### config.mk
export PLATFORM = sky130hd
export DESIGN_NAME = lookahead_adder
export DESIGN_NICKNAME = d
export VERILOG_FILES = /design/src/rtl/cla_pkg.sv /design/src/rtl/cla_sop.sv /design/src/rtl/cla_group.sv /design/src/rtl/lookahead_adder.sv
export SDC_FILE = /design/constraint.sdc
export NUM_CORES = 1
export LEC_CHECK = 0
export ABC_AREA = 1
export BUFFER_PORTS_ARGS = -buffer_cell sky130_fd_sc_hd__buf_2
export CAP_MARGIN = 10
export CORE_MARGIN = 1
export CORE_UTILIZATION = 57
export DETAILED_ROUTE_END_ITERATION = 16
export GPL_TIMING_DRIVEN = 0
export PLACE_DENSITY = 0.91
export SLEW_MARGIN = 20
export SYNTH_ARGS = -nofsm -noshare
export SYNTH_HDL_FRONTEND = slang
export SYNTH_HIERARCHICAL = 1
export SYNTH_SLANG_ARGS = --single-unit
export TNS_END_PERCENT = 5
### constraint.sdc
create_clock -name vclk -period 5.3
set_input_delay 1.06 -clock vclk [all_inputs]
set_output_delay 1.06 -clock vclk [all_outputs]
set_load 0.1 [all_outputs]
### src/rtl/cla_pkg.sv
package cla_pkg;
   // Group-level lookahead terms passed up to the next level
   typedef struct packed {
      logic gen;
      logic prop;
   } gp_t;

   localparam int unsigned DEF_WIDTH = 16;
   localparam int unsigned DEF_GROUP = 4;
endpackage

### src/rtl/cla_sop.sv
// Flat sum-of-products lookahead over N generate/propagate pairs.
module cla_sop #(
   parameter int unsigned N = 4
) (
   input  logic [N-1:0]     gen,
   input  logic [N-1:0]     prop,
   input  logic             cin,
   output logic [N:0]       carry,
   output cla_pkg::gp_t     blk
);
   if (N < 1 || N > 8) begin : g_bad_n
      $error("cla_sop: N must be 1..8");
   end

   // carry[i+1] = OR over j of (g[j] & p[j+1..i]) | (p[0..i] & cin)
   always_comb begin
      carry[0] = cin;
      for (int i = 0; i < N; i++) begin
         logic acc;
         logic term;
         term = cin;
         for (int k = 0; k <= i; k++) term = term & prop[k];
         acc = term;
         for (int j = 0; j <= i; j++) begin
            term = gen[j];
            for (int k = j + 1; k <= i; k++) term = term & prop[k];
            acc = acc | term;
         end
         carry[i+1] = acc;
      end
   end

   // Block terms do not depend on cin
   always_comb begin
      logic acc;
      logic term;
      acc = 1'b0;
      for (int j = 0; j < N; j++) begin
         term = gen[j];
         for (int k = j + 1; k < N; k++) term = term & prop[k];
         acc = acc | term;
      end
      blk.gen  = acc;
      blk.prop = &prop;
   end

   // flat expansion agrees with the bit-serial carry recurrence
   always_comb begin
      for (int i = 0; i < N; i++) begin
         a_r5_recurrence: assert (carry[i+1] == (gen[i] | (prop[i] & carry[i])))
            else $error("cla_sop carry %0d breaks recurrence", i + 1);
      end
   end

   // block terms give the top carry for any cin
   always_comb begin
      a_r7_block_terms: assert (carry[N] == (blk.gen | (blk.prop & cin)))
         else $error("cla_sop block terms disagree with top carry");
   end
endmodule

### src/rtl/cla_group.sv
// One group: bit g/p, lookahead carries, sum bits, group terms.
module cla_group #(
   parameter int unsigned GW = 4
) (
   input  logic [GW-1:0]    a,
   input  logic [GW-1:0]    b,
   input  logic             cin,
   output logic [GW-1:0]    sum,
   output logic             cout_loc,
   output cla_pkg::gp_t     gp
);
   logic [GW-1:0] bit_gen;
   logic [GW-1:0] bit_prop;
   logic [GW:0]   bit_carry;

   assign bit_gen  = a & b;
   assign bit_prop = a | b;

   cla_sop #(.N(GW)) u_bits (
      .gen   (bit_gen),
      .prop  (bit_prop),
      .cin   (cin),
      .carry (bit_carry),
      .blk   (gp)
   );

   assign sum      = a ^ b ^ bit_carry[GW-1:0];
   assign cout_loc = bit_carry[GW];

   // group result matches arithmetic on the group slice
   always_comb begin
      a_r1_group_sum: assert ({cout_loc, sum} == ({1'b0, a} + {1'b0, b} + {{GW{1'b0}}, cin}))
         else $error("cla_group slice sum wrong");
   end
endmodule

### src/rtl/lookahead_adder.sv
// Two-level carry-lookahead adder, top.
module lookahead_adder #(
   parameter int unsigned WIDTH = cla_pkg::DEF_WIDTH,
   parameter int unsigned GROUP = cla_pkg::DEF_GROUP
) (
   input  logic [WIDTH-1:0] op_a,
   input  logic [WIDTH-1:0] op_b,
   input  logic             carry_in,
   output logic [WIDTH-1:0] sum,
   output logic             carry_out
);
   localparam int unsigned NGRP = WIDTH / GROUP;

   if (GROUP == 0 || (WIDTH % GROUP) != 0) begin : g_bad_split
      $error("lookahead_adder: WIDTH must be a multiple of GROUP");
   end
   if (NGRP > 8) begin : g_bad_count
      $error("lookahead_adder: at most 8 groups for a single second level");
   end

   logic [NGRP-1:0] grp_gen;
   logic [NGRP-1:0] grp_prop;
   logic [NGRP-1:0] grp_cout;
   logic [NGRP:0]   grp_carry;
   cla_pkg::gp_t    top_blk;

   for (genvar k = 0; k < NGRP; k++) begin : g_grp
      cla_pkg::gp_t gp_k;
      cla_group #(.GW(GROUP)) u_grp (
         .a        (op_a[k*GROUP +: GROUP]),
         .b        (op_b[k*GROUP +: GROUP]),
         .cin      (grp_carry[k]),
         .sum      (sum[k*GROUP +: GROUP]),
         .cout_loc (grp_cout[k]),
         .gp       (gp_k)
      );
      assign grp_gen[k]  = gp_k.gen;
      assign grp_prop[k] = gp_k.prop;
   end

   cla_sop #(.N(NGRP)) u_second (
      .gen   (grp_gen),
      .prop  (grp_prop),
      .cin   (carry_in),
      .carry (grp_carry),
      .blk   (top_blk)
   );

   assign carry_out = grp_carry[NGRP];

   // full-width result equals plain addition
   always_comb begin
      a_r1_sum: assert (sum == WIDTH'(op_a + op_b + WIDTH'(carry_in)))
         else $error("lookahead_adder sum wrong");
      a_r2_cout: assert ({carry_out, sum} ==
                         ({1'b0, op_a} + {1'b0, op_b} + {{WIDTH{1'b0}}, carry_in}))
         else $error("lookahead_adder carry_out wrong");
      a_r7_top_terms: assert (carry_out == (top_blk.gen | (top_blk.prop & carry_in)))
         else $error("lookahead_adder top terms disagree");
   end

   // second-level carry into each group equals the group below's local carry
   always_comb begin
      for (int k = 0; k < NGRP; k++) begin
         a_r5_group_chain: assert (grp_carry[k+1] == grp_cout[k])
            else $error("group %0d carry mismatch", k + 1);
      end
   end
endmodule

Yosys cells after proc, flatten, opt, wreduce, memory -nomap -nowiden
Index checks and enable logic that the tools add are counted.
W data, S select, Z words.
Word-level totals
  register bits: 0
  bits of input ports: 33
  output and inout port bits: 17
  word-level logic and storage cells: 112
Operators by class
  bitwise operators: 108
  reductions and logical operators: 4
Operator list (number)
  $and A1 B1 Y1: 46
  $or A1 B1 Y1: 46
  $xor A4 B4 Y4: 8
  $and A4 B4 Y4: 4
  $or A4 B4 Y4: 4
  $reduce_and A4 Y1: 4

Longest topological paths before layout
  depth in word-level cells: 19
  depth in mapped cells: 12
  depth with buffers taken out: 12

Modules after synthesis
Netlist, hierarchy kept.
By module, submodules not included
  cla_group: times used 4, cells an instance 40, area each 220.2 sq um, sequential area each 0.0 sq um
  cla_sop: times used 5, cells an instance 17, area each 93.8 sq um, sequential area each 0.0 sq um

Worst setup path after synthesis
Ideal clock, no wire load.
  path kind: in2out
  start point: in op_a[1]
  end point: out sum[10]
  arrival time: 3.027 ns
  path slack: 1.213 ns
  cell stages on the path: 12
  path buffers: 0
  cells stage by stage: inv_1 ha_1 inv_1 a21oi_1 o211ai_1 a21o_1 a21o_2 a21o_1 a21o_2 inv_1 nand2_1 nand2_1
RTL lines
  start, declared: line lookahead_adder.sv:6  | input logic [WIDTH-1:0] op_a,
  end, declared: line lookahead_adder.sv:9  | output logic [WIDTH-1:0] sum,

==> impl_results.rst <==
.. list-table::
   :header-rows: 1

   * - Metric
     - Value
   * - Detailed-route DRC error count
     - 0
   * - Clock tree buffer count of the final layout
     - 0
   * - Peak supply drop
     - ~0.15 mV
   * - Global placement routability congestion
     - a little under 0.8
   * - Required time of the critical path
     - roughly 4200 ps
   * - Post-cts hold buffer count
     - 0
   * - Final min period
     - between 4000 and 5000 ps
   * - Relative slew slack
     - around 68%
   * - Area added between synthesis and finish
     - 22.0%
   * - Count of antenna-violating nets left after detailed routing
     - 0
   * - Fmax
     - about 240 MHz
   * - Die Y
     - approximately 50 µm
   * - Total detailed-routing wirelength
     - approximately 2.2 mm
   * - Vias in the first global route
     - between 1000 and 1500
   * - Power per unit of standard cell area
     - around 190 mW/mm²
   * - Ratio of final minimum period to clock period
     - about four fifths
   * - Drt pass-1 iters
     - 4
   * - Critical path class
     - in -> out
   * - Cell depth of the worst min-delay path
     - 7
   * - Average vias per placed instance
     - around 4.4
   * - Aggregate global routing overflow
     - 0
   * - Worst slew pin tran
     - approximately 500 ps
   * - Class of the worst hold path
     - in -> out
   * - Post-DP HPWL
     - 2.11 mm
   * - Setup Viol. Count Final
     - 0
   * - Total power draw
     - between 200 and 300 µW
   * - Area used by multi-input combinational logic
     - 917 µm²
   * - Worst Path Arrival
     - just over 3000 ps
   * - Nets
     - approximately 350
   * - Filler cell count
     - between 150 and 200
   * - Standard cell core area
     - 0.00204 mm²
   * - Resized cells post-CTS
     - 0
   * - Non-Filler Instances
     - a little over 300
   * - Sw Ratio
     - between 70% and 80%
   * - Initial standard-cell utilization of the core
     - about 63%
   * - Number of diodes added for antenna fixing
     - 0
   * - Total negative slack
     - 0 ps
   * - WL/cell
     - between 7 and 8 µm
   * - RSZ-0062 raised after global routing
     - false
   * - Standby leakage power
     - 0.00121 µW
   * - Average cell area after synthesis
     - 5.60 µm²
   * - Maximum number of pins on one net before global-route repair
     - 6
   * - DRC violation total after the first TritonRoute iteration
     - 21
   * - Switching component of the power
     - approximately 230 µW
   * - Pint
     - 68.1 µW
   * - Share of final-layout standard cells stronger than drive strength 1
     - approximately 23%
   * - Count of max-cap constraint violations
     - 0
   * - DIE AREA
     - around 0.0025 mm²
   * - Part of the power in the clock network
     - 0%
   * - Total via count after detailed routing
     - about 1400
   * - Post-place instance area
     - around 0.0016 mm²
   * - Area used by sequential logic in the layout
     - 0 µm²
   * - Number of max-slew violations in the final report
     - 0
   * - Setup fix buffers added after clock tree synthesis
     - 0
   * - Chip width
     - 49.6 µm
   * - Wire length of the first global-routing pass
     - ~4.2 mm
   * - Hold Fails Final Rpt
     - 0
   * - Port Buffer Count
     - 50
   * - Post-Layout Inst Area
     - about 0.0016 mm²
   * - Reg power frac
     - 0%
   * - Count of warnings emitted by yosys
     - 6
   * - Number of cell rows
     - 16
   * - Placed Cells
     - just over 300
   * - Count of flip-flops and latches
     - 0
   * - Cell area after synthesis
     - 0.00129 mm²
   * - Initial antenna violation count
     - 0
   * - Largest fanout on the critical path
     - 5
   * - Run status
     - completed
   * - Capturing element type of the critical path
     - output pin
   * - Number of ports placed on the die boundary
     - 50
   * - Gr usage total
     - 20.1%
   * - Comb pwr share
     - 100.0%
   * - Synthesized Nets
     - 296
   * - Crit start category
     - input pin
   * - Number of instances in the synthesized netlist
     - around 230
[cell usage in the layout, fill, tap and decap left out, drive strengths merged]
| cell | n |
|---|---|
| nand2 | 67 |
| ha | 32 |
| a21o | 10 |
| nand4 | 10 |
| nand3 | 5 |
| inv | 90 |
| nor2 | 4 |
| o211ai | 4 |
| buf | 55 |
| a21oi | 4 |
[metrics by stage]
stage	hold WS, ps	setup WS [ps]	utilization, %
2_1_floorplan	2880	1240	-
3_3_place_gp	2790	1190	77.2
3_5_place_dp	2800	1150	77.2
4_1_cts	2800	1150	77.2
5_1_grt	2830	1010	77.2
6_report	2800	1160	77.2
[routing by layer]
layer / up-vias / part of all wire (%) / track usage, %
li1: 766 / - / -
met1: 564 / 45 / 21.4
met2: 34 / 51 / 42.3
met3: 2 / 4.0 / 0.926
met4: 0 / 0.68 / 2.86
met5: - / 0 / 0
[power by group through the flow]
stage | combinational (µW) | clock (µW) | sequential [µW]
after floorplan | 251 | 0 | 0
after global placement | 296 | 0 | 0
after global routing | 323 | 0 | 0
final | 299 | 0 | 0
after detailed placement | 300 | 0 | 0
after CTS | 301 | 0 | 0
[cell type report]
cell class                      instances  area share [%]
Inverter                               90            21.4
Timing Repair Buffer                   50            15.9
Multi-Input combinational cell        136            58.2
Buffer                                  5            2.38
Tap cell                               27            2.14
[worst max-delay path: stages]
cell and delay [ps]:
sky130_fd_sc_hd__buf_2 110, sky130_fd_sc_hd__inv_1 50, sky130_fd_sc_hd__ha_1 140, sky130_fd_sc_hd__inv_1 80
sky130_fd_sc_hd__a21oi_1 130, sky130_fd_sc_hd__o211ai_1 120, sky130_fd_sc_hd__a21o_1 210, sky130_fd_sc_hd__a21o_2 220
sky130_fd_sc_hd__a21o_1 210, sky130_fd_sc_hd__a21o_2 200, sky130_fd_sc_hd__inv_1 50, sky130_fd_sc_hd__nand2_1 40
sky130_fd_sc_hd__nand2_1 50, sky130_fd_sc_hd__buf_2 410
[worst paths after layout]
path | start | slack [ps] | to
setup / recovery | op_a[1] | 1160 | sum[10]
hold / removal | op_b[10] | 2800 | sum[10]
Power figures use the tool's default switching activity.
